$ cat src/rtl/irq_arb_pkg.sv
package irq_arb_pkg;
  localparam int IRQ_LVLS  = 4;
  localparam int IRQ_BASE  = 4;
  localparam int IRQ_PRI_W = 3;
endpackage

$ cat src/rtl/irq_level_qualify.sv
module irq_level_qualify #(
  parameter int NUM   = irq_arb_pkg::IRQ_LVLS,
  parameter int BASE  = irq_arb_pkg::IRQ_BASE,
  parameter int PRI_W = irq_arb_pkg::IRQ_PRI_W
) (
  input  logic [NUM-1:0]   req,
  input  logic [PRI_W-1:0] pri,
  output logic [NUM-1:0]   qual
);
  for (genvar g = 0; g < NUM; g++) begin : g_lvl
    localparam logic [PRI_W-1:0] LVL = PRI_W'(BASE + g);
    assign qual[g] = req[g] && (LVL > pri);
  end
endmodule

$ cat src/rtl/irq_top_pick.sv
module irq_top_pick #(
  parameter int NUM   = irq_arb_pkg::IRQ_LVLS,
  parameter int IDX_W = (NUM > 1) ? $clog2(NUM) : 1
) (
  input  logic [NUM-1:0]   qual,
  output logic [NUM-1:0]   onehot,
  output logic [IDX_W-1:0] idx,
  output logic             any
);
  always_comb begin
    onehot = '0;
    idx    = '0;
    any    = 1'b0;
    for (int i = 0; i < NUM; i++) begin
      if (qual[i]) begin
        onehot = '0;
        onehot[i] = 1'b1;
        idx = IDX_W'(i);
        any = 1'b1;
      end
    end
  end
endmodule

$ cat src/rtl/irq_grant_timer.sv
module irq_grant_timer #(
  parameter int TMO_CYCLES = 64,
  parameter int CNT_W      = $clog2(TMO_CYCLES + 1)
) (
  input  logic clk,
  input  logic rst,
  input  logic start,
  input  logic active,
  output logic expire
);
  localparam logic [CNT_W-1:0] LAST = CNT_W'(TMO_CYCLES - 1);
  logic [CNT_W-1:0] cnt_q;

  always_ff @(posedge clk) begin
    if (rst || start)      cnt_q <= '0;
    else if (active)       cnt_q <= cnt_q + 1'b1;
  end

  assign expire = active && (cnt_q == LAST);
endmodule

$ cat src/rtl/irq_grant_arbiter.sv
module irq_grant_arbiter #(
  parameter int NUM        = irq_arb_pkg::IRQ_LVLS,
  parameter int BASE       = irq_arb_pkg::IRQ_BASE,
  parameter int PRI_W      = irq_arb_pkg::IRQ_PRI_W,
  parameter int TMO_CYCLES = 64
) (
  input  logic             clk,
  input  logic             rst,
  input  logic [NUM-1:0]   req_i,
  input  logic [PRI_W-1:0] cpu_pri_i,
  input  logic             dev_ack_i,
  output logic [NUM-1:0]   grant_o,
  output logic             grant_busy_o,
  output logic [PRI_W-1:0] grant_lvl_o,
  output logic             trap_o
);
  localparam int IDX_W = (NUM > 1) ? $clog2(NUM) : 1;

  logic [NUM-1:0]   qual, pick_oh;
  logic [IDX_W-1:0] pick_idx;
  logic             pick_any, expire, launch;
  logic [NUM-1:0]   grant_q;
  logic             busy_q, trap_q;
  logic [PRI_W-1:0] lvl_q;

  irq_level_qualify #(.NUM(NUM), .BASE(BASE), .PRI_W(PRI_W)) qual_i (
    .req(req_i), .pri(cpu_pri_i), .qual(qual)
  );

  irq_top_pick #(.NUM(NUM), .IDX_W(IDX_W)) pick_i (
    .qual(qual), .onehot(pick_oh), .idx(pick_idx), .any(pick_any)
  );

  assign launch = !busy_q && pick_any;

  irq_grant_timer #(.TMO_CYCLES(TMO_CYCLES)) tmr_i (
    .clk(clk), .rst(rst), .start(launch),
    .active(busy_q && !dev_ack_i), .expire(expire)
  );

  always_ff @(posedge clk) begin
    if (rst) begin
      grant_q <= '0;
      busy_q  <= 1'b0;
      lvl_q   <= '0;
      trap_q  <= 1'b0;
    end else begin
      trap_q <= 1'b0;
      if (launch) begin
        grant_q <= pick_oh;
        busy_q  <= 1'b1;
        lvl_q   <= PRI_W'(BASE) + PRI_W'(pick_idx);
      end else if (busy_q && dev_ack_i) begin
        grant_q <= '0;
        busy_q  <= 1'b0;
      end else if (expire) begin
        grant_q <= '0;
        busy_q  <= 1'b0;
        trap_q  <= 1'b1;
      end
    end
  end

  assign grant_o      = grant_q;
  assign grant_busy_o = busy_q;
  assign grant_lvl_o  = lvl_q;
  assign trap_o       = trap_q;
endmodule

$ cat config.mk
export PLATFORM = sky130hd
export DESIGN_NAME = irq_grant_arbiter
export DESIGN_NICKNAME = d
export VERILOG_FILES = /design/src/rtl/irq_arb_pkg.sv /design/src/rtl/irq_level_qualify.sv /design/src/rtl/irq_top_pick.sv /design/src/rtl/irq_grant_timer.sv /design/src/rtl/irq_grant_arbiter.sv
export SDC_FILE = /design/constraint.sdc
export NUM_CORES = 1
export LEC_CHECK = 0
export BUFFER_PORTS_ARGS = -buffer_cell sky130_fd_sc_hd__buf_2
export CORE_MARGIN = 4
export CORE_UTILIZATION = 40
export CTS_BUF_LIST = sky130_fd_sc_hd__clkbuf_2 sky130_fd_sc_hd__clkbuf_4 sky130_fd_sc_hd__clkbuf_8
export DETAILED_ROUTE_END_ITERATION = 6
export GPL_TIMING_DRIVEN = 1
export RECOVER_POWER = 25
export SLEW_MARGIN = 30
export SYNTH_ARGS = -nofsm -noshare
export SYNTH_HDL_FRONTEND = slang
export SYNTH_SLANG_ARGS = --single-unit
$ cat constraint.sdc
create_clock -name clk -period 3 [get_ports clk]
set_clock_uncertainty 0.05 [all_clocks]
set_input_delay 0.6 -clock clk [delete_from_list [all_inputs] [get_ports clk]]
set_output_delay 0.6 -clock clk [all_outputs]
set_load 0.01 [all_outputs]
# After elaboration in Yosys (flattened, before gate mapping)
# Index checks and enable logic that the tools add are counted.
# W data, S select, Z words.
[totals]
regBits = 16
input_bits = 10
out_inout_bits = 9
word_cells = 43
[classes]
n_addsub = 2
order_cmp = 4
n_eq_ne = 1
muxes = 18
n_reduce_logical = 13
[ops]
columns = ["operator", "count"]
rows = [
  ["$mux W4", 4],
  ["$gt A3 B3 Y1 const A", 4],
  ["$mux W1", 10],
  ["$logic_and A1 B1 Y1", 8],
  ["$add A7 B1 Y7 const B", 1],
  ["$eq A7 B6 Y1 const B", 1],
  ["$mux W2", 3],
  ["$add A3 B2 Y3 const A", 1],
  ["$mux W3", 1],
  ["$reduce_bool A3 Y1", 1],
  ["$reduce_or A3 Y1", 1],
  ["$logic_not A1 Y1", 2],
  ["$logic_or A1 B1 Y1", 1],
]

# Longest topological paths before layout
[depth]
ltp_word = 8
mapped_depth = 6
mapped_depth_nobuf = 5

# By module
# A second synthesis with hierarchy kept.
[unflattened]
cells_unflattened = 79
hier_area_um2 = 724.4
[modules_own_cells]
columns = ["mod", "instances", "cells_each", "area_each_um2", "seq_area_each_um2"]
rows = [
  ["irq_grant_arbiter", 1, 30, 324.1, 180.2],
  ["irq_grant_timer", 1, 34, 310.3, 140.1],
  ["irq_top_pick", 1, 9, 52.6, 0.0],
  ["irq_level_qualify", 1, 6, 37.5, 0.0],
]

# Worst setup path before layout
# No wires, ideal clock.
[synth_path]
kind = "input to register"
startpoint = "input cpu_pri_i[1]"
endpoint = "register grant_q[1] (netlist: grant_o[1])"
setup_ps = 101
arrival_ps = 1531
t_required_ps = 2849
slack_ps = 1318
stages = 4
n_path_buf = 0
cell_sequence = "a211o_1 -> a311oi_2 -> or3b_1 -> o41ai_1"
[synth_via]
elab_chain_len = 8
elab_cells_between_ends = 18
classes_between = "order compare (4); mux (8); reduce/logical (6)"
[synth_lines]
columns = ["element", "line", "source"]
rows = [
  ["from (decl)", "irq_grant_arbiter.sv:10", "input logic [PRI_W-1:0] cpu_pri_i,"],
  ["$gt A3 B3 Y1", "irq_level_qualify.sv:12", "assign qual[g] = req[g] && (LVL > pri);"],
  ["$logic_and A1 B1 Y1", "irq_level_qualify.sv:12", ""],
  ["$mux W1 (4 in series)", "irq_top_pick.sv:15", "if (qual[i]) begin"],
  ["$logic_and A1 B1 Y1", "irq_grant_arbiter.sv:34", "assign launch = !busy_q && pick_any;"],
  ["$reduce_bool A3 Y1 (no line) or $mux W4 (tied branches)", "n/a", ""],
  ["to (signal assigned)", "irq_grant_arbiter.sv:50", "grant_q <= pick_oh;"],
  ["to (decl)", "irq_grant_arbiter.sv:22", "logic [NUM-1:0] grant_q;"],
]
# Parallel ways exist; a longest one is shown, timed or not.
# A chain may end at the register's enable or synchronous reset.

# Worst setup path after layout
[layout_path]
startpoint = "register busy_q (netlist: grant_busy_o)"
endpoint = "output grant_busy_o"
[layout_rtl]
columns = ["element", "line", "source"]
rows = [
  ["from (decl)", "irq_grant_arbiter.sv:23", "logic busy_q, trap_q;"],
  ["from (signal assigned)", "irq_grant_arbiter.sv:44", "busy_q <= 1'b0;"],
  ["from (signal assigned)", "irq_grant_arbiter.sv:51", "busy_q <= 1'b1;"],
  ["from (signal assigned)", "irq_grant_arbiter.sv:55", "busy_q <= 1'b0;"],
  ["to (decl)", "irq_grant_arbiter.sv:13", "output logic grant_busy_o,"],
]
# No word-level cell between the ends.

==> flow_summary.toml <==
[outcome]
status = "finished, final reports clean"

[clock_tree]
cts_tree = "built"
worstSkewPairLatency_ps = 280
clk_pin_slew_ps = 90
root_buffer = "clkbuf_4"
cts_setup_buffers = 0
cts_sinks = 16
cts_hold_buf = 0
clock_path_buffers = 2
cts-htree-levels = 1
cts_resized = 0
cts_made_buffers = 3

[final_layout]
syn_to_final_growth_pct = 15.12
num_antenna_cells = 0
drive_gt1_frac = 0.2000
fin_nets = 118
fin_util = 0.4915
design_area_sq_um = 867.1

[global_routing]
grt_pass1_wl_um = 2497
grt_overflow_total = 0
grt_max_degree = 11
grtUsageTotal = 0.1255
first_global_vias = 592
antenna_found_initial = 0

[power_and_ir_drop]
p_leak_nw = 0.3529
power.density_nw_per_um2 = 467.1
ir_worst_vdd_mv = 0.2361

[sta]
maxSlewViolCount = 0
period_share = 0.5374
hold_violations = 0
grt_setup_unrepaired = "false"
min_period_ps = 1612
final.setup.tns_ps = 0
setup_viol = 0
tightest_slew_ps = 446.6
slew_headroom = 0.7017
max_freq_mhz = 620.2

[floorplanning]
die_x_um = 51.40
ioPinCount = 19
initial_core_util = 0.4270
die_h_um = 51.40
row_count = 15
core_area_sq_um = 1764
fp.dieArea_sq_um = 2641

[worst_setup_path]
cp.required_ps = 2350
crit_type = "flop to output pin"
start_kind = "flop"
end_kind = "output pin"
path_cells = "buf_2"
crit_slowest_cell = "dfxtp_1"
worstPathMaxFanout = 10
cp_top_family = "flip-flops"
path_buf_inv = 1
crit_path_max_incr_delay_ps = 480
worstPathArrival_ps = 960

[worst_hold_path]
min-delay-path-class = "flop to flop"

[synth]
ys_warn_count = 0
yosysUniqueCellTypes = 33
synth_ff_type = "dfxtp_1"
synth_common_cells = "16 x dfxtp_1, 10 x nand2_1, 9 x nor2_1"
synth_fp_nets = 98
yosysMostFrequentCell = "dfxtp_1"
synth_top_area_share = 0.4252
avgSynthCellArea_sq_um = 8.658
seq_area_frac_synth = 0.4252
yosys-top-cells-area = "dfxtp_1 43%, nand2_1 5.0%, xor2_1 4.7%"
async_flop_share = 0
synthCells = 87
post-synth-top-area-cell = "dfxtp_1"
synth-seq-cells = 16
netlist_area_sq_um = 753.2
synth-edff-count = 0

[route]
wire_per_inst_um = 11.41
num_vias = 658
drt-initial-drc-count = 5
routed_via_density = 5.062
drc = 0
ant_nets = 0
finalWirelength_um = 1483
drt_first_pass_iters = 4

[placement]
placed_area_sq_um = 855.8
post-dp-hpwl_um = 1157
place_congestion = 0.7285
io_buffer_count = 18

[run]
max-cap-violations = 0
-- worst paths after layout --
kind                  start             end  slack [ps]  depth (start not counted)
max            grant_busy_o    grant_busy_o        1390                          1
min          grant_lvl_o[2]  grant_lvl_o[2]         400                          2
max reg2reg    grant_busy_o      grant_o[0]        1430                          4
min reg2reg  grant_lvl_o[2]  grant_lvl_o[2]         400                          2
-- stage by stage --
step | setup slack, ps | instances | hold slack, ps | power [mW]
after detailed placement | 1138 | 127 | 386.4 | 0.2994
after floorplan | 1318 | 87 | 386.7 | 0.2774
after global placement | 1154 | 127 | 382.3 | 0.2987
after CTS | 1379 | 130 | 405.1 | 0.4124
final | 1388 | 130 | 401.2 | 0.4050
after global routing | 1292 | 130 | 431.6 | 0.4280
-- cell usage in the layout, fill, tap and decap left out, drive strengths merged --
| master | n |
|---|---|
| dfxtp | 16 |
| buf | 15 |
| nand2 | 11 |
| nor2 | 9 |
| clkbuf | 6 |
| nand3 | 5 |
| a21oi | 5 |
| inv | 4 |
| nand4 | 4 |
| xor2 | 4 |
| nor2b | 3 |
| o21ai | 3 |
| nand2b | 2 |
| nor3 | 2 |
| a32oi | 1 |
| or2 | 1 |
| o32a | 1 |
| nand3b | 1 |
| mux2i | 1 |
| and4b | 1 |
| o32ai | 1 |
| and2 | 1 |
| xnor2 | 1 |
| a211o | 1 |
| a311oi | 1 |
| or3b | 1 |
| o41ai | 1 |
| o21a | 1 |
| and3 | 1 |
| ha | 1 |
-- routing by layer --
metal	global-route usage	vias to the layer above	wire length, um
met5	0	-	0
met4	0.03930	0	6
met3	0.05248	2	62
met2	0.1801	13	665
met1	0.1687	299	749
li1	-	344	-
-- area by class of cell --
cell class	instances	area (sq um)
Fill cell	197	897.1
Timing Repair Buffer	18	86.33
Tap cell	25	31.28
Inverter	4	15.01
Multi-Input combinational cell	64	391.6
Sequential cell	16	320.3
Clock buffer	3	22.52
-- state kept, by name (all words and copies together) (netlist names) --
signal        count
grant_o           4
grant_lvl_o       3
trap_o            1
tmr_i.cnt_q       7
grant_busy_o      1
-- power breakdown --
part	internal, mW	leakage [nW]	switching [mW]
registers	0.221	0.131	0.00669
logic	0.0264	0.209	0.0380
clock network	0.0466	0.0138	0.0663
-- logic make-up (layout without fill, tap and decap cells) --
family	count (synthesis)	in the layout	share of synthesized area
flip-flops	16	16	0.4253
adder cells (fa/ha/maj)	1	1	0.01661
multiplexers	1	1	0.01329
AND/OR/NAND/NOR	42	42	0.2891
AO/OA/AOI/OAI	15	15	0.1528
XOR/XNOR	5	5	0.05814
buffers and inverters	7	25	0.04483
Power figures use the tool's default switching activity.
